`src/rtl/segdrv_pkg.sv`:
```
package segdrv_pkg;
  localparam int unsigned HEADS  = 4;
  localparam int unsigned LFSR_W = 32;
  localparam logic [LFSR_W-1:0] SEED_FIX = 32'h1ACE_B00C;

  typedef enum logic [1:0] {
    HD_A = 2'd0,
    HD_B = 2'd1,
    HD_C = 2'd2,
    HD_D = 2'd3
  } head_idx_e;
endpackage

```
`src/rtl/segdrv_prbs.sv`:
```
module segdrv_prbs
  import segdrv_pkg::*;
(
  input  logic              clk,
  input  logic              rst_n,
  input  logic              advance,
  input  logic              load,
  input  logic [LFSR_W-1:0] seed,
  output logic              bit_out
);
  logic [LFSR_W-1:0] state_q, state_d;
  logic              fb;
  logic              state_en;

  // Taps for x^32 + x^22 + x^2 + x + 1
  assign fb       = state_q[31] ^ state_q[21] ^ state_q[1] ^ state_q[0];
  assign state_en = load | advance;
  assign bit_out  = state_q[LFSR_W-1];

  always_comb begin
    if (load) begin
      state_d = (seed == '0) ? SEED_FIX : seed;
    end else begin
      state_d = {state_q[LFSR_W-2:0], fb};
    end
  end

  always_ff @(posedge clk or negedge rst_n) begin
    if (!rst_n) begin
      state_q <= SEED_FIX;
    end else if (state_en) begin
      state_q <= state_d;
    end
  end

  // the generator can never lock up at zero
  assert_prbs_nonzero_R11: assert property (@(posedge clk) disable iff (!rst_n)
    state_q != '0);
endmodule

```
`src/rtl/segdrv_timing.sv`:
```
module segdrv_timing #(
  parameter int unsigned SLOTS = 4,
  localparam int unsigned LEN_W = (SLOTS > 2) ? $clog2(SLOTS) : 1
) (
  input  logic             clk,
  input  logic             rst_n,
  input  logic             run,
  input  logic             new_bit,
  output logic             take_bit,
  output logic             active,
  output logic [LEN_W-1:0] slot,
  output logic             cur_bit,
  output logic             prev_bit,
  output logic             ddr_clk
);
  localparam logic [LEN_W-1:0] LAST = LEN_W'(SLOTS - 1);

  logic             active_q, active_d;
  logic [LEN_W-1:0] slot_q, slot_d;
  logic             cur_q, cur_d;
  logic             prev_q, prev_d;
  logic             ddr_q, ddr_d;

  assign take_bit = run & (~active_q | (slot_q == LAST));

  always_comb begin
    active_d = active_q;
    slot_d   = slot_q;
    cur_d    = cur_q;
    prev_d   = prev_q;
    ddr_d    = ddr_q;
    if (!run) begin
      active_d = 1'b0;
      slot_d   = '0;
    end else if (take_bit) begin
      active_d = 1'b1;
      slot_d   = '0;
      cur_d    = new_bit;
      prev_d   = active_q & cur_q;
      ddr_d    = ~ddr_q;
    end else begin
      slot_d   = slot_q + 1'b1;
    end
  end

  always_ff @(posedge clk or negedge rst_n) begin
    if (!rst_n) begin
      active_q <= 1'b0;
      slot_q   <= '0;
      cur_q    <= 1'b0;
      prev_q   <= 1'b0;
      ddr_q    <= 1'b0;
    end else begin
      active_q <= active_d;
      slot_q   <= slot_d;
      cur_q    <= cur_d;
      prev_q   <= prev_d;
      ddr_q    <= ddr_d;
    end
  end

  assign active   = active_q;
  assign slot     = slot_q;
  assign cur_bit  = cur_q;
  assign prev_bit = prev_q;
  assign ddr_clk  = ddr_q;

  // the last slot of a running bit is followed by slot zero
  assert_slot_wrap_R3: assert property (@(posedge clk) disable iff (!rst_n)
    (run && active_q && slot_q == LAST) |=> (slot_q == '0));
endmodule

```
`src/rtl/segdrv_heads.sv`:
```
module segdrv_heads
  import segdrv_pkg::*;
#(
  parameter int unsigned SLOTS = 4,
  parameter int unsigned STR_W = 4,
  localparam int unsigned LEN_W = (SLOTS > 2) ? $clog2(SLOTS) : 1
) (
  input  logic                   clk,
  input  logic                   rst_n,
  input  logic                   active,
  input  logic                   cur_bit,
  input  logic                   prev_bit,
  input  logic [LEN_W-1:0]       slot,
  input  logic [LEN_W-1:0]       rise_len,
  input  logic [LEN_W-1:0]       fall_len,
  input  logic [HEADS*STR_W-1:0] str_in,
  output logic [HEADS-1:0]       en,
  output logic [HEADS*STR_W-1:0] drive
);
  localparam logic [LEN_W-1:0] ONE  = LEN_W'(1);
  localparam logic [LEN_W-1:0] LAST = LEN_W'(SLOTS - 1);

  logic [LEN_W-1:0] rise_eff, fall_eff;

  assign rise_eff = (rise_len == '0) ? ONE : rise_len;
  assign fall_eff = (fall_len == '0) ? ONE : fall_len;

  always_comb begin
    en = '0;
    if (active) begin
      unique case ({prev_bit, cur_bit})
        2'b01: begin
          en[HD_B] = 1'b1;
          en[HD_A] = (slot < rise_eff);
        end
        2'b11: en[HD_B] = 1'b1;
        2'b10: begin
          if (slot < fall_eff) en[HD_D] = 1'b1;
          else                 en[HD_C] = 1'b1;
        end
        default: en[HD_C] = 1'b1;
      endcase
    end
  end

  for (genvar h = 0; h < HEADS; h++) begin : g_lane
    assign drive[h*STR_W +: STR_W] = en[h] ? str_in[h*STR_W +: STR_W] : '0;

    // a disabled head's lane carries no strength
    assert_lane_idle_R9: assert property (@(posedge clk) disable iff (!rst_n)
      !en[h] |-> (drive[h*STR_W +: STR_W] == '0));
  end

  // high side and low side never overlap
  assert_no_overlap_R8: assert property (@(posedge clk) disable iff (!rst_n)
    !((en[HD_A] | en[HD_B]) & (en[HD_C] | en[HD_D])));

  // a low-side head is always the only enabled head
  assert_low_alone_R7: assert property (@(posedge clk) disable iff (!rst_n)
    (en[HD_C] | en[HD_D]) |-> ($countones(en) == 1));

  // the A+B burst never reaches the final slot
  assert_burst_bound_R4: assert property (@(posedge clk) disable iff (!rst_n)
    en[HD_A] |-> (slot != LAST));
endmodule

```
`src/rtl/segdrv_top.sv`:
```
module segdrv_top
  import segdrv_pkg::*;
#(
  parameter int unsigned SLOTS = 4,
  parameter int unsigned STR_W = 4,
  localparam int unsigned LEN_W = (SLOTS > 2) ? $clog2(SLOTS) : 1
) (
  input  logic                   clk,
  input  logic                   rst_n,
  input  logic                   run,
  input  logic                   src_prbs,
  input  logic                   ext_bit,
  input  logic                   seed_load,
  input  logic [31:0]            seed_val,
  input  logic [LEN_W-1:0]       rise_len,
  input  logic [LEN_W-1:0]       fall_len,
  input  logic [4*STR_W-1:0]     head_str,
  output logic [3:0]             head_en,
  output logic [4*STR_W-1:0]     head_drive,
  output logic                   ddr_clk,
  output logic                   tx_bit,
  output logic [LEN_W-1:0]       slot
);
  logic prbs_bit, take_bit, active, cur_bit, prev_bit, sel_bit;

  assign sel_bit = src_prbs ? prbs_bit : ext_bit;

  segdrv_prbs u_prbs (
    .clk     (clk),
    .rst_n   (rst_n),
    .advance (take_bit & src_prbs),
    .load    (seed_load),
    .seed    (seed_val),
    .bit_out (prbs_bit)
  );

  segdrv_timing #(.SLOTS(SLOTS)) u_timing (
    .clk      (clk),
    .rst_n    (rst_n),
    .run      (run),
    .new_bit  (sel_bit),
    .take_bit (take_bit),
    .active   (active),
    .slot     (slot),
    .cur_bit  (cur_bit),
    .prev_bit (prev_bit),
    .ddr_clk  (ddr_clk)
  );

  segdrv_heads #(.SLOTS(SLOTS), .STR_W(STR_W)) u_heads (
    .clk      (clk),
    .rst_n    (rst_n),
    .active   (active),
    .cur_bit  (cur_bit),
    .prev_bit (prev_bit),
    .slot     (slot),
    .rise_len (rise_len),
    .fall_len (fall_len),
    .str_in   (head_str),
    .en       (head_en),
    .drive    (head_drive)
  );

  assign tx_bit = cur_bit;

  // a cycle that samples run low leaves every head off
  assert_idle_off_R2: assert property (@(posedge clk) disable iff (!rst_n)
    !run |=> (head_en == 4'b0000));
endmodule

```
`config.mk`:
```
export PLATFORM = sky130hd
export DESIGN_NAME = segdrv_top
export DESIGN_NICKNAME = d
export VERILOG_FILES = /design/src/rtl/segdrv_pkg.sv /design/src/rtl/segdrv_prbs.sv /design/src/rtl/segdrv_timing.sv /design/src/rtl/segdrv_heads.sv /design/src/rtl/segdrv_top.sv
export SDC_FILE = /design/constraint.sdc
export NUM_CORES = 1
export LEC_CHECK = 0
export BUFFER_PORTS_ARGS = -buffer_cell sky130_fd_sc_hd__buf_4
export CAP_MARGIN = 0
export CORE_ASPECT_RATIO = 0.7
export CORE_MARGIN = 3
export CORE_UTILIZATION = 32
export DETAILED_ROUTE_END_ITERATION = 12
export GPL_ROUTABILITY_DRIVEN = 0
export PLACE_DENSITY_LB_ADDON = 0.15
export RECOVER_POWER = 50
export SYNTH_ARGS = -nofsm -noshare
export SYNTH_HDL_FRONTEND = slang
export SYNTH_SLANG_ARGS = --single-unit
```
`constraint.sdc`:
```
create_clock -name clk -period 2.75 [get_ports clk]
set_input_delay 0 -clock clk [delete_from_list [all_inputs] [get_ports clk]]
set_output_delay 0 -clock clk [all_outputs]
set_load 0.01 [all_outputs]
```
### Word level (Yosys, flattened, before mapping)

Cells that the tools add are included.

* input bits: 58
* output and inout port bits: 24
* word-level logic and storage cells: 49
* bits in registers: 38

* equal/unequal tests: 5
* magnitude comparators: 2
* reduce and logical (&&, ||, !) cells: 5
* add/subtract/negate cells: 1
* bitwise operators: 10
* multiplexer cells: 20

Operators with widths (count)
* $mux W32: 2
* $logic_not A32 Y1: 1
* $mux W4: 5
* $mux W1: 8
* $mux W2: 4
* $eq A2 B2 Y1 const B: 3
* $logic_not A2 Y1: 2
* $lt A2 B2 Y1: 2
* $and A1 B1 Y1: 3
* $xor A1 B1 Y1: 3
* $add A2 B1 Y2 const B: 1
* $eq A2 B1 Y1 const B: 1
* $ne A2 B1 Y1 const B: 1
* $not A1 Y1: 2
* $or A1 B1 Y1: 2
* $pmux W1 S2: 1
* $reduce_and A2 Y1: 1
* $reduce_or A2 Y1: 1

### Longest topological paths before layout

Gate-level depths: netlist (run 1).

* word-level depth: 7
* gate-level depth with buffers: 7
* gate-level depth less buffers: 5

### Hierarchy

A second synthesis (run 1) with hierarchy kept.

* cell total of the unflattened synthesis: 223
* area, all modules: 2157.1 µm²

Modules (own cells, without submodules)
* segdrv_prbs: area each 1652.8 µm², sequential area each 817.0 µm², cells an instance 165, instances 1
* segdrv_timing: area each 254.0 µm², sequential area each 150.1 µm², cells an instance 19, instances 1
* segdrv_heads: area each 227.7 µm², sequential area each 0.0 µm², cells an instance 37, instances 1
* segdrv_top: area each 22.5 µm², sequential area each 0.0 µm², cells an instance 2, instances 1

### Worst setup path after synthesis (run 1)

OpenSTA, ideal clock, no wires.

* path kind: register to register
* start point: reg u_timing.slot_q[0], in the netlist u_timing.slot[0]
* end point: reg u_prbs.state_q[17]
* cell stages (with the launch flop): 7
* path buffers: 1
* arrival: 1569 ps
* clock period less this slack: 1648 ps
* data required time: 2671 ps
* library setup time: 79 ps
* slack: 1102 ps
* cells stage by stage: dfrtp_1 ha_1 nand2b_2 nand3_2 buf_4 mux2_2 a2bb2oi_1

* longest elaborated chain between the ends: 5

RTL lines
* start, declared: RTL line segdrv_timing.sv:19 `logic [LEN_W-1:0] slot_q, slot_d;`
* start signal, assigned: RTL line segdrv_timing.sv:55 `slot_q <= slot_d;`
* $eq A2 B2 Y1: RTL line segdrv_timing.sv:24 `assign take_bit = run & (~active_q | (slot_q == LAST));`
* $or A1 B1 Y1: RTL line segdrv_timing.sv:24
* $and A1 B1 Y1: RTL line segdrv_timing.sv:24
* $and A1 B1 Y1: RTL line segdrv_top.sv:31 `.advance (take_bit & src_prbs),`
* $or A1 B1 Y1: RTL line segdrv_prbs.sv:17 `assign state_en = load | advance;`
* end signal, assigned: RTL line segdrv_prbs.sv:32 `state_q <= state_d;`
* end, declared: RTL line segdrv_prbs.sv:11 `logic [LFSR_W-1:0] state_q, state_d;`

Every way passes these cells.
A chain may end at the register's enable or synchronous reset.

### Worst setup path in the final report (run 1)

* start point: reg u_timing.slot_q[0], in the netlist u_timing.slot[0]
* end point: reg u_prbs.state_q[13]

Same word-level chain as after synthesis.

==> summary.md, run 1 <==
| Metric | Value |
|---|---|
| Logic pwr share | `a little under a quarter` |
| FP Rows | `24` |
| Drt total wl | `~5.5 mm` |
| Status | `finished clean` |
| Post-synthesis mux area share | `approximately 15%` |
| H-Tree Depth | `2` |
| Ys Warns | `0` |
| Hold Fails Final Rpt | `0` |
| Max frequency | `between 500 and 600 MHz` |
| Fin. max-slew vios | `0` |
| Initial antenna violation count | `0` |
| CTS tree | `built` |
| Pwr Total | `between 0.001 and 0.0015 W` |
| Largest net degree at the start of global routing | `65` |
| Initial DRC count | `54` |
| Worst Path Arrival | `2.13 ns` |
| Clock power frac | `28.1%` |
| Max VDD drop | `about 190 uV` |
| Commonest non-fill, non-tap cells in the layout | `72 x buf_4, 25 x dlygate4sd3_1, 25 x dfrtp_1` |
| Share of layout cells above drive strength 1 | `between 30% and 40%` |
| CP Class | `register to register` |
| Commonest non-fill, non-tap cell in the layout | `buf_4` |
| Leading area contributor after synthesis | `dfrtp_1` |
| Reg2Reg Capture Point | `u_prbs.state_q[13]` |
| XOR/XNOR share of the synthesized area | `under 10%` |
| Slew HR | `between 60% and 70%` |
| Die width | `approximately 100 microns` |
| Main combinational cell family by area after synthesis | `simple AND/OR/NAND/NOR gates` |
| Number of port buffers | `81` |
| Hold Path Cell Cnt | `3` |
| Post-synth cell types | `32` |
| Clock latency on the worst-skew pair | `0.29 ns` |
| First-pass GRT wire length | `just under 9 mm` |
| Sw frac | `between 20% and 30%` |
| Vias in the first global route | `1791` |
| Fin util | `48.63%` |
| Setup Fix Bufs, Post-CTS | `0` |
| Post-Synth Adder-Cell Area | `1.728%` |
| Hold Path End | `u_timing.cur_bit` |
| Worst-case reg-to-reg path depth | `6` |
| Synth Register Bits | `38` |
| Wire per inst | `13.56 microns` |
| Period utilization | `between 70% and 80%` |
| GRT overflow | `0` |
| Crit end category | `register` |
| Clk pin slew, worst setup/hold paths | `around 0.07 ns` |
| Top post-synthesis cells by area | `dfrtp_1 29%, dfstp_2 16%, mux2i_1 8.8%, mux2_2 6.7%, a2bb2oi_1 5.2%` |
| Crit path launch type | `register` |
| Area of the core | `approximately 6400 sq um` |
| Vias per cell | `4.562` |
| Worst r2r src | `u_timing.slot[0]` |
| CTS Root Cell | `clkbuf_8` |
| Detailed Routing Iterations Pass 1 | `4` |
| Synth Cell Area | `approximately 2200 sq um` |
| Clock Path Buffers | `2` |
| DRC viols | `0` |
| Hold_sp | `ext_bit` |
| Reg2reg setup slack | `0.80 ns` |
| TritonCTS Buffers | `5` |
| Synth Area per Inst | `around 10 sq um` |
| Least-Margin Pin Slew | `about 0.56 ns` |
| Final setup fails | `0` |
| Hold Crit Class | `input pin to register` |
| Int Pwr | `~0.0010 W` |
| Initial Util | `about a third` |
| Post-route setup TNS | `0 ns` |
| P_leak | `1.551 nW` |
| Antenna cells | `0` |
| Worst hold margin | `just over 0.002 ns` |
| # nets final | `between 300 and 400` |
| Die height | `~75 microns` |
| Antenna Nets Post-Route | `0` |
| Final HPWL DP | `between 3 and 4 mm` |
| Clk_skew | `0.01130 ns` |
| Required time of the worst setup path | `between 2 and 3 ns` |
| CTS sink cnt | `38` |
| IO Count | `82` |
| Worst Path Max Fanout | `31` |
| Simple-gate portion of the synthesized area | `about a fifth` |
| Post-route cell area | `3110 sq um` |
| Synth Instances | `roughly 220` |
| Cell Pwr Density | `around 450 nW/um^2` |
| Gr usage total | `between 10% and 20%` |
| Synth Area in Compound Gates | `between 10% and 20%` |
| Sequential Power Share | `roughly half` |
| Sw power | `0.0003757 W` |
| Synthesis-to-finish area growth | `43.20%` |
| Placed inst area | `between 2000 and 3000 sq um` |
| Synth top area share | `28.80%` |
| Minimum clock period | `1.947 ns` |
| Die area | `7828 sq um` |
| Seq/Total Area, Yosys | `between 40% and 50%` |
| Via count | `1866` |
| RSZ-0062 raised after global routing | `no` |
| Max Cap Viol | `0` |
| Mapped Nets | `between 200 and 300` |
-- per-layer routing --
layer | track usage [%] | up-vias | routed length (microns)
met2 | 20.24 | 59 | 2245
met4 | 3.982 | 0 | 32
met1 | 20.83 | 851 | 2934
met5 | 0 | - | 0
li1 | - | 951 | -
met3 | 4.370 | 5 | 335
-- worst max path at each step --
stage,slack [ns],start,to
after floorplan,1.10,u_timing.slot[0],u_prbs.state_q[17]
after global placement,0.84,u_timing.slot[0],u_prbs.state_q[19]
after detailed placement,0.80,u_timing.slot[0],u_prbs.state_q[2]
after CTS,0.79,u_timing.slot[0],u_prbs.state_q[13]
after global routing,0.68,u_timing.slot[0],u_prbs.state_q[2]
final,0.80,u_timing.slot[0],u_prbs.state_q[13]
-- critical path, stage by stage, from the launching register on --
cell and delay [ns]:
dfrtp_1 0.42, ha_1 0.21, nand2b_2 0.20, nand3_2 0.08, buf_4 0.40, mux2_2 0.39, a2bb2oi_1 0.13
-- stage by stage --
stage	std cells	setup slack (ns)
final	409	0.8032
after CTS	409	0.7934
after global routing	409	0.6825
after detailed placement	376	0.7974
after global placement	376	0.8359
after floorplan	215	1.102
-- cell type report --
class	instances	area, sq um
Clock buffer	7	86.33
Clock inverter	1	5.005
Timing Repair Buffer	107	828.3
Sequential cell	38	967.2
Inverter	15	56.30
Multi-Input combinational cell	150	1054
Tap cell	91	113.9
Fill cell	610	3286
-- flip-flops by register name, indices dropped and copies added (netlist names) --
register,count
u_prbs.state_q,32
u_timing.slot,2
u_timing.active,1
u_timing.cur_bit,1
u_timing.ddr_clk,1
u_timing.prev_bit,1
-- logic make-up (layout without fill, tap and decap cells) --
family | count (synthesis) | in the layout
adders and majority gates | 3 | 3
xor gates and xnor gates | 2 | 2
AOI/OAI and AO/OA | 37 | 37
and+or+nand+nor | 76 | 76
muxes | 32 | 32
DFF | 38 | 38
buffers and inverters | 27 | 130
-- Yosys cell counts (all sizes together) --
| cell | number |
|---|---|
| nor2b | 15 |
| a2bb2oi | 13 |
| ha | 3 |
| nor3b | 1 |
| or2 | 1 |
| and3 | 4 |
| nand2 | 23 |
| dfrtp | 25 |
| nand3 | 1 |
| nor2 | 10 |
| inv | 15 |
| nor4 | 8 |
| mux2i | 19 |
| nand4 | 4 |
| mux2 | 13 |
| a311oi | 1 |
| buf | 4 |
| and2 | 5 |
| and4b | 1 |
| o21ai | 22 |
| xnor2 | 1 |
| o31a | 1 |
| xor3 | 1 |
| or2b | 1 |
| dfstp | 13 |
| nor3 | 1 |
| clkbuf | 8 |
| nand2b | 1 |
-- power groups by stage --
stage | registers [W] | clock network, W | logic, W
2_1_floorplan | 0.000680 | 0 | 0.000175
3_3_place_gp | 0.000688 | 0 | 0.000319
3_5_place_dp | 0.000688 | 0 | 0.000322
4_1_cts | 0.000678 | 0.000407 | 0.000352
5_1_grt | 0.000687 | 0.000430 | 0.000372
6_report | 0.000678 | 0.000395 | 0.000334
-- repair_timing --
| action | CTS | global route |
|---|---|---|
| endpoints found under the hold margin | 49 | 0 |
| gates resized for setup | 0 | 0 |
| hold buffers | 25 | 0 |
Note: power is estimated with default switching activity, not from simulation.
==> run 2, diff against run 1 <==
--- a/config.mk
+++ b/config.mk
@@ -5,6 +5,7 @@
 export SDC_FILE = /design/constraint.sdc
 export NUM_CORES = 1
 export LEC_CHECK = 0
+export ABC_AREA = 1
 export BUFFER_PORTS_ARGS = -buffer_cell sky130_fd_sc_hd__buf_4
 export CAP_MARGIN = 0
 export CORE_ASPECT_RATIO = 0.7
==> constraint.sdc (replaced) <==
create_clock -name clk -period 1.85 [get_ports clk]
set_input_delay 0 -clock clk [delete_from_list [all_inputs] [get_ports clk]]
set_output_delay 0 -clock clk [all_outputs]
set_load 0.01 [all_outputs]
==> summary.md, run 2 <==
| Metric | Value |
|---|---|
| Die area | `8424 sq um (was 7828 sq um)` |
| Clk_skew | `0.005273 ns (was 0.01130 ns)` |
| Fin. max-slew vios | `0 (unchanged)` |
| Reg2reg setup slack | `0.12 ns (was 0.80 ns)` |
| Clock Path Buffers | `2 (unchanged)` |
| Commonest non-fill, non-tap cell in the layout | `nand2_1 (was buf_4)` |
| Vias in the first global route | `2177 (was 1791)` |
| Worst Path Max Fanout | `5 (was 31)` |
| Synth cell count leaders | `79 x nand2_1, 65 x inv_1, 58 x nor2_1 (was 25 x dfrtp_1, 23 x nand2_1, 19 x mux2i_1)` |
| Crit path launch type | `register (unchanged)` |
| # nets final | `494 (was 378)` |
| Minimum clock period | `~1.7 ns` |
| CTS tree | `built (unchanged)` |
| Initial Util | `33.84% (was 33.96%)` |
| Worst-path cell chain | `ha_1 -> o21a_1 -> nor2_2 -> nand4_1 -> nor2_1 -> buf_4 (was ha_1 -> nand2b_2 -> nand3_2 -> buf_4 -> mux2_2 -> a2bb2oi_1)` |
| Worst Path Arrival | `1.73 ns (was 2.13 ns)` |
| GRT overflow | `0 (unchanged)` |
| Post-route setup TNS | `0 ns (unchanged)` |
| Number of buffers and inverters on the critical path | `1 (unchanged)` |
| Number of port buffers | `81 (unchanged)` |
| Synth Area per Inst | `6.831 sq um (was 10.10 sq um)` |
| Pwr Total | `0.002236 W (was 0.001408 W)` |
| Synthesis-to-finish area growth | `37.49% (was 43.20%)` |
| Required time of the worst setup path | `1.85 ns (was 2.93 ns)` |
| Largest Register | `u_prbs.state_q (unchanged)` |
| Slowest CP cell | `dfrtp_1 (unchanged)` |
| CP Class | `register to output port (was register to register)` |
| Top_reg_cell synth | `dfrtp_1 (unchanged)` |
| Fill count | `720 (was 610)` |
| Period utilization | `between 90% and 100%` |
| Max FFs per register | `32 (unchanged)` |
| DRC viols | `0 (unchanged)` |
| Hold Crit Class | `input pin to register (unchanged)` |
| CP Depth | `6 (unchanged)` |
| CTS Root Cell | `clkbuf_8 (unchanged)` |
| Antenna cells | `0 (unchanged)` |
| H-Tree Depth | `2 (unchanged)` |
| Max Cap Viol | `0 (unchanged)` |
| Clk pin slew, worst setup/hold paths | `0.08 ns (was 0.07 ns)` |
| Hold Fails Final Rpt | `0 (unchanged)` |
| Cell Pwr Density | `692.2 nW/um^2 (was 452.6 nW/um^2)` |
| Commonest non-fill, non-tap cells in the layout | `79 x nand2_1, 78 x buf_4, 65 x inv_1 (was 72 x buf_4, 25 x dlygate4sd3_1, 25 x dfrtp_1)` |
| Initial DRC count | `45 (was 54)` |
| Most frequent cell after synthesis | `nand2_1 (was dfrtp_1)` |
| Worst hold margin | `0.005843 ns (was 0.002018 ns)` |
| RSZ-0062 raised after global routing | `yes (was no)` |
| Hold Path Cell Cnt | `3 (unchanged)` |
| Post-synth cell types | `26 (was 32)` |
| Synth Cell Area | `2350 sq um (was 2172 sq um)` |
| Detailed Routing Iterations Pass 1 | `4 (unchanged)` |
| Die height | `77.70 microns (was 74.93 microns)` |
| Ys Warns | `0 (unchanged)` |
| Initial antenna violation count | `0 (unchanged)` |
| Status | `finished clean (unchanged)` |
| Clock latency on the worst-skew pair | `0.29 ns (about the same)` |
| Via count | `2305 (was 1866)` |
| Synth Instances | `344 (was 215)` |
| Drt total wl | `6.223 mm (was 5.548 mm)` |
| Least-Margin Pin Slew | `0.9680 ns (was 0.5572 ns)` |
| Slew HR | `35.46% (was 62.60%)` |
| Gr usage total | `14.97% (was 14.22%)` |
| Vias per cell | `4.366 (was 4.562)` |
| Antenna Nets Post-Route | `0 (unchanged)` |
| Final HPWL DP | `4.658 mm (was 3.875 mm)` |
| Placed Instances | `506 (was 376)` |
| Area of the core | `6944 sq um (was 6396 sq um)` |
| IO Count | `82 (unchanged)` |
| Die width | `108.4 microns (was 104.5 microns)` |
| Crit-path max cell delay | `0.41 ns (was 0.42 ns)` |
| Crit path max-delay family | `simple AND/OR/NAND/NOR gates (was flip-flops)` |
| EDFF count, synth | `0 (unchanged)` |
| Top post-synthesis cells by area | `dfrtp_1 27%, dfstp_2 15%, nand2_1 13%, inv_1 10%, nor2_1 9.3% (was dfrtp_1 29%, dfstp_2 16%, mux2i_1 8.8%, mux2_2 6.7%, a2bb2oi_1 5.2%)` |
| Worst-case reg-to-reg path depth | `6 (unchanged)` |
| Wire per inst | `11.79 microns (was 13.56 microns)` |
| Seq/Total Area, Yosys | `41.16% (was 44.53%)` |
| Mapped Nets | `405 (was 276)` |
| Pre-CTS setup slack | `0.1104 ns (was 0.7974 ns)` |
| First-pass GRT wire length | `10.07 mm (was 8.825 mm)` |
| Max VDD drop | `298.1 uV (was 191.5 uV)` |
| Setup ws final | `0.1194 ns (was 0.8032 ns)` |
| FP Rows | `25 (was 24)` |
| P_leak | `1.735 nW (was 1.551 nW)` |
| Crit end category | `output port (was register)` |
| Leading area contributor after synthesis | `dfrtp_1 (unchanged)` |
| CTS sink cnt | `38 (unchanged)` |
| Final setup fails | `0 (unchanged)` |
| Synth Register Bits | `38 (unchanged)` |
| Max frequency | `between 500 and 600 MHz` |
| Share of layout cells above drive strength 1 | `24.88% (was 33.96%)` |
| Async S/R FF share, synth | `100.0% (unchanged)` |
| Fin cells | `528 (was 409)` |
| Largest net degree at the start of global routing | `44 (was 65)` |
| Synth top area share | `26.62% (was 28.80%)` |
| TritonCTS Buffers | `5 (unchanged)` |
-- run 2: changes by cell type after synthesis, sizes merged, moves of 15 or more --
cell,change
inv,+52
o21ai,+18
nand3,+17
nand2,+58
nor2,+48
mux2i,-19
nor2b,-15
-- run 2: final cells by class --
| cell class | count | area, sq um | share of cell area [%] |
|---|---|---|---|
| multi-input cells | 224 | 1044 | 32.30 |
| flip-flops and latches | 38 | 967.2 | 29.94 |
| repair buffers | 97 | 739.5 | 22.89 |
| inverters | 67 | 256.5 | 7.940 |
| well taps | 94 | 117.6 | 3.641 |
| clock buffers | 7 | 76.32 | 2.363 |
| clock inverters | 1 | 30.03 | 0.9295 |
-- run 2: worst paths after layout --
| kind | start | endpoint |
|---|---|---|
| worst max-delay path | u_timing.slot[1] | head_drive[3] |
| worst min-delay path | seed_val[11] | u_prbs.state_q[11] |
| worst max register to register | u_timing.slot[0] | u_timing.cur_bit |
| worst min register to register | u_timing.ddr_clk | u_timing.ddr_clk |
| max in group asynchronous | rst_n | u_prbs.state_q[6] |
| min in group asynchronous | rst_n | u_prbs.state_q[21] |
-- run 2: kinds of logic (layout without fill, tap and decap cells) --
group                    after synthesis  count (layout)  share of synthesized area [%]
AO/OA/AOI/OAI                         55              55                          12.94
adder cells (fa/ha/maj)                3               3                          1.598
buffers and inverters                 82             172                          14.75
flip-flops                            38              38                          41.16
AND/OR/NAND/NOR                      163             163                          28.43
XOR/XNOR                               3               3                          1.118
-- run 2: report_power, final --
part	internal (W)	switching (W)
logic	0.000250	0.000280
clock network	0.000404	0.000288
registers	0.000952	0.0000621
-- run 2: worst min-delay path, stage by stage --
cell     delay [ns]
buf_4          0.08
a21oi_1        0.05
o21ai_1        0.12
-- run 2: repair_timing --
action | 4_1_cts | 5_1_grt
resized for setup | 0 | 4
endpoints found under the setup margin | 0 | 11
hold buffers | 13 | 0
buffers inserted | 0 | 1
hold endpoints to repair | 36 | 0
-- run 2: metal layers --
metal	wire length (microns)	vias to the layer above	share of wire, %	track usage (%)
met3	315	4	5.1	3.076
met4	40	0	0.64	3.405
met1	3108	1029	50	21.64
met5	0	-	0	0
li1	-	1221	-	-
met2	2758	51	44	22.93
-- run 2: through the flow --
step	cell area (sq um)	util, %
3_3_place_gp	2998	43.17
6_report	3231	46.52
5_1_grt	3231	46.52
2_1_floorplan	2350	-
4_1_cts	3234	46.58
3_5_place_dp	2998	43.17
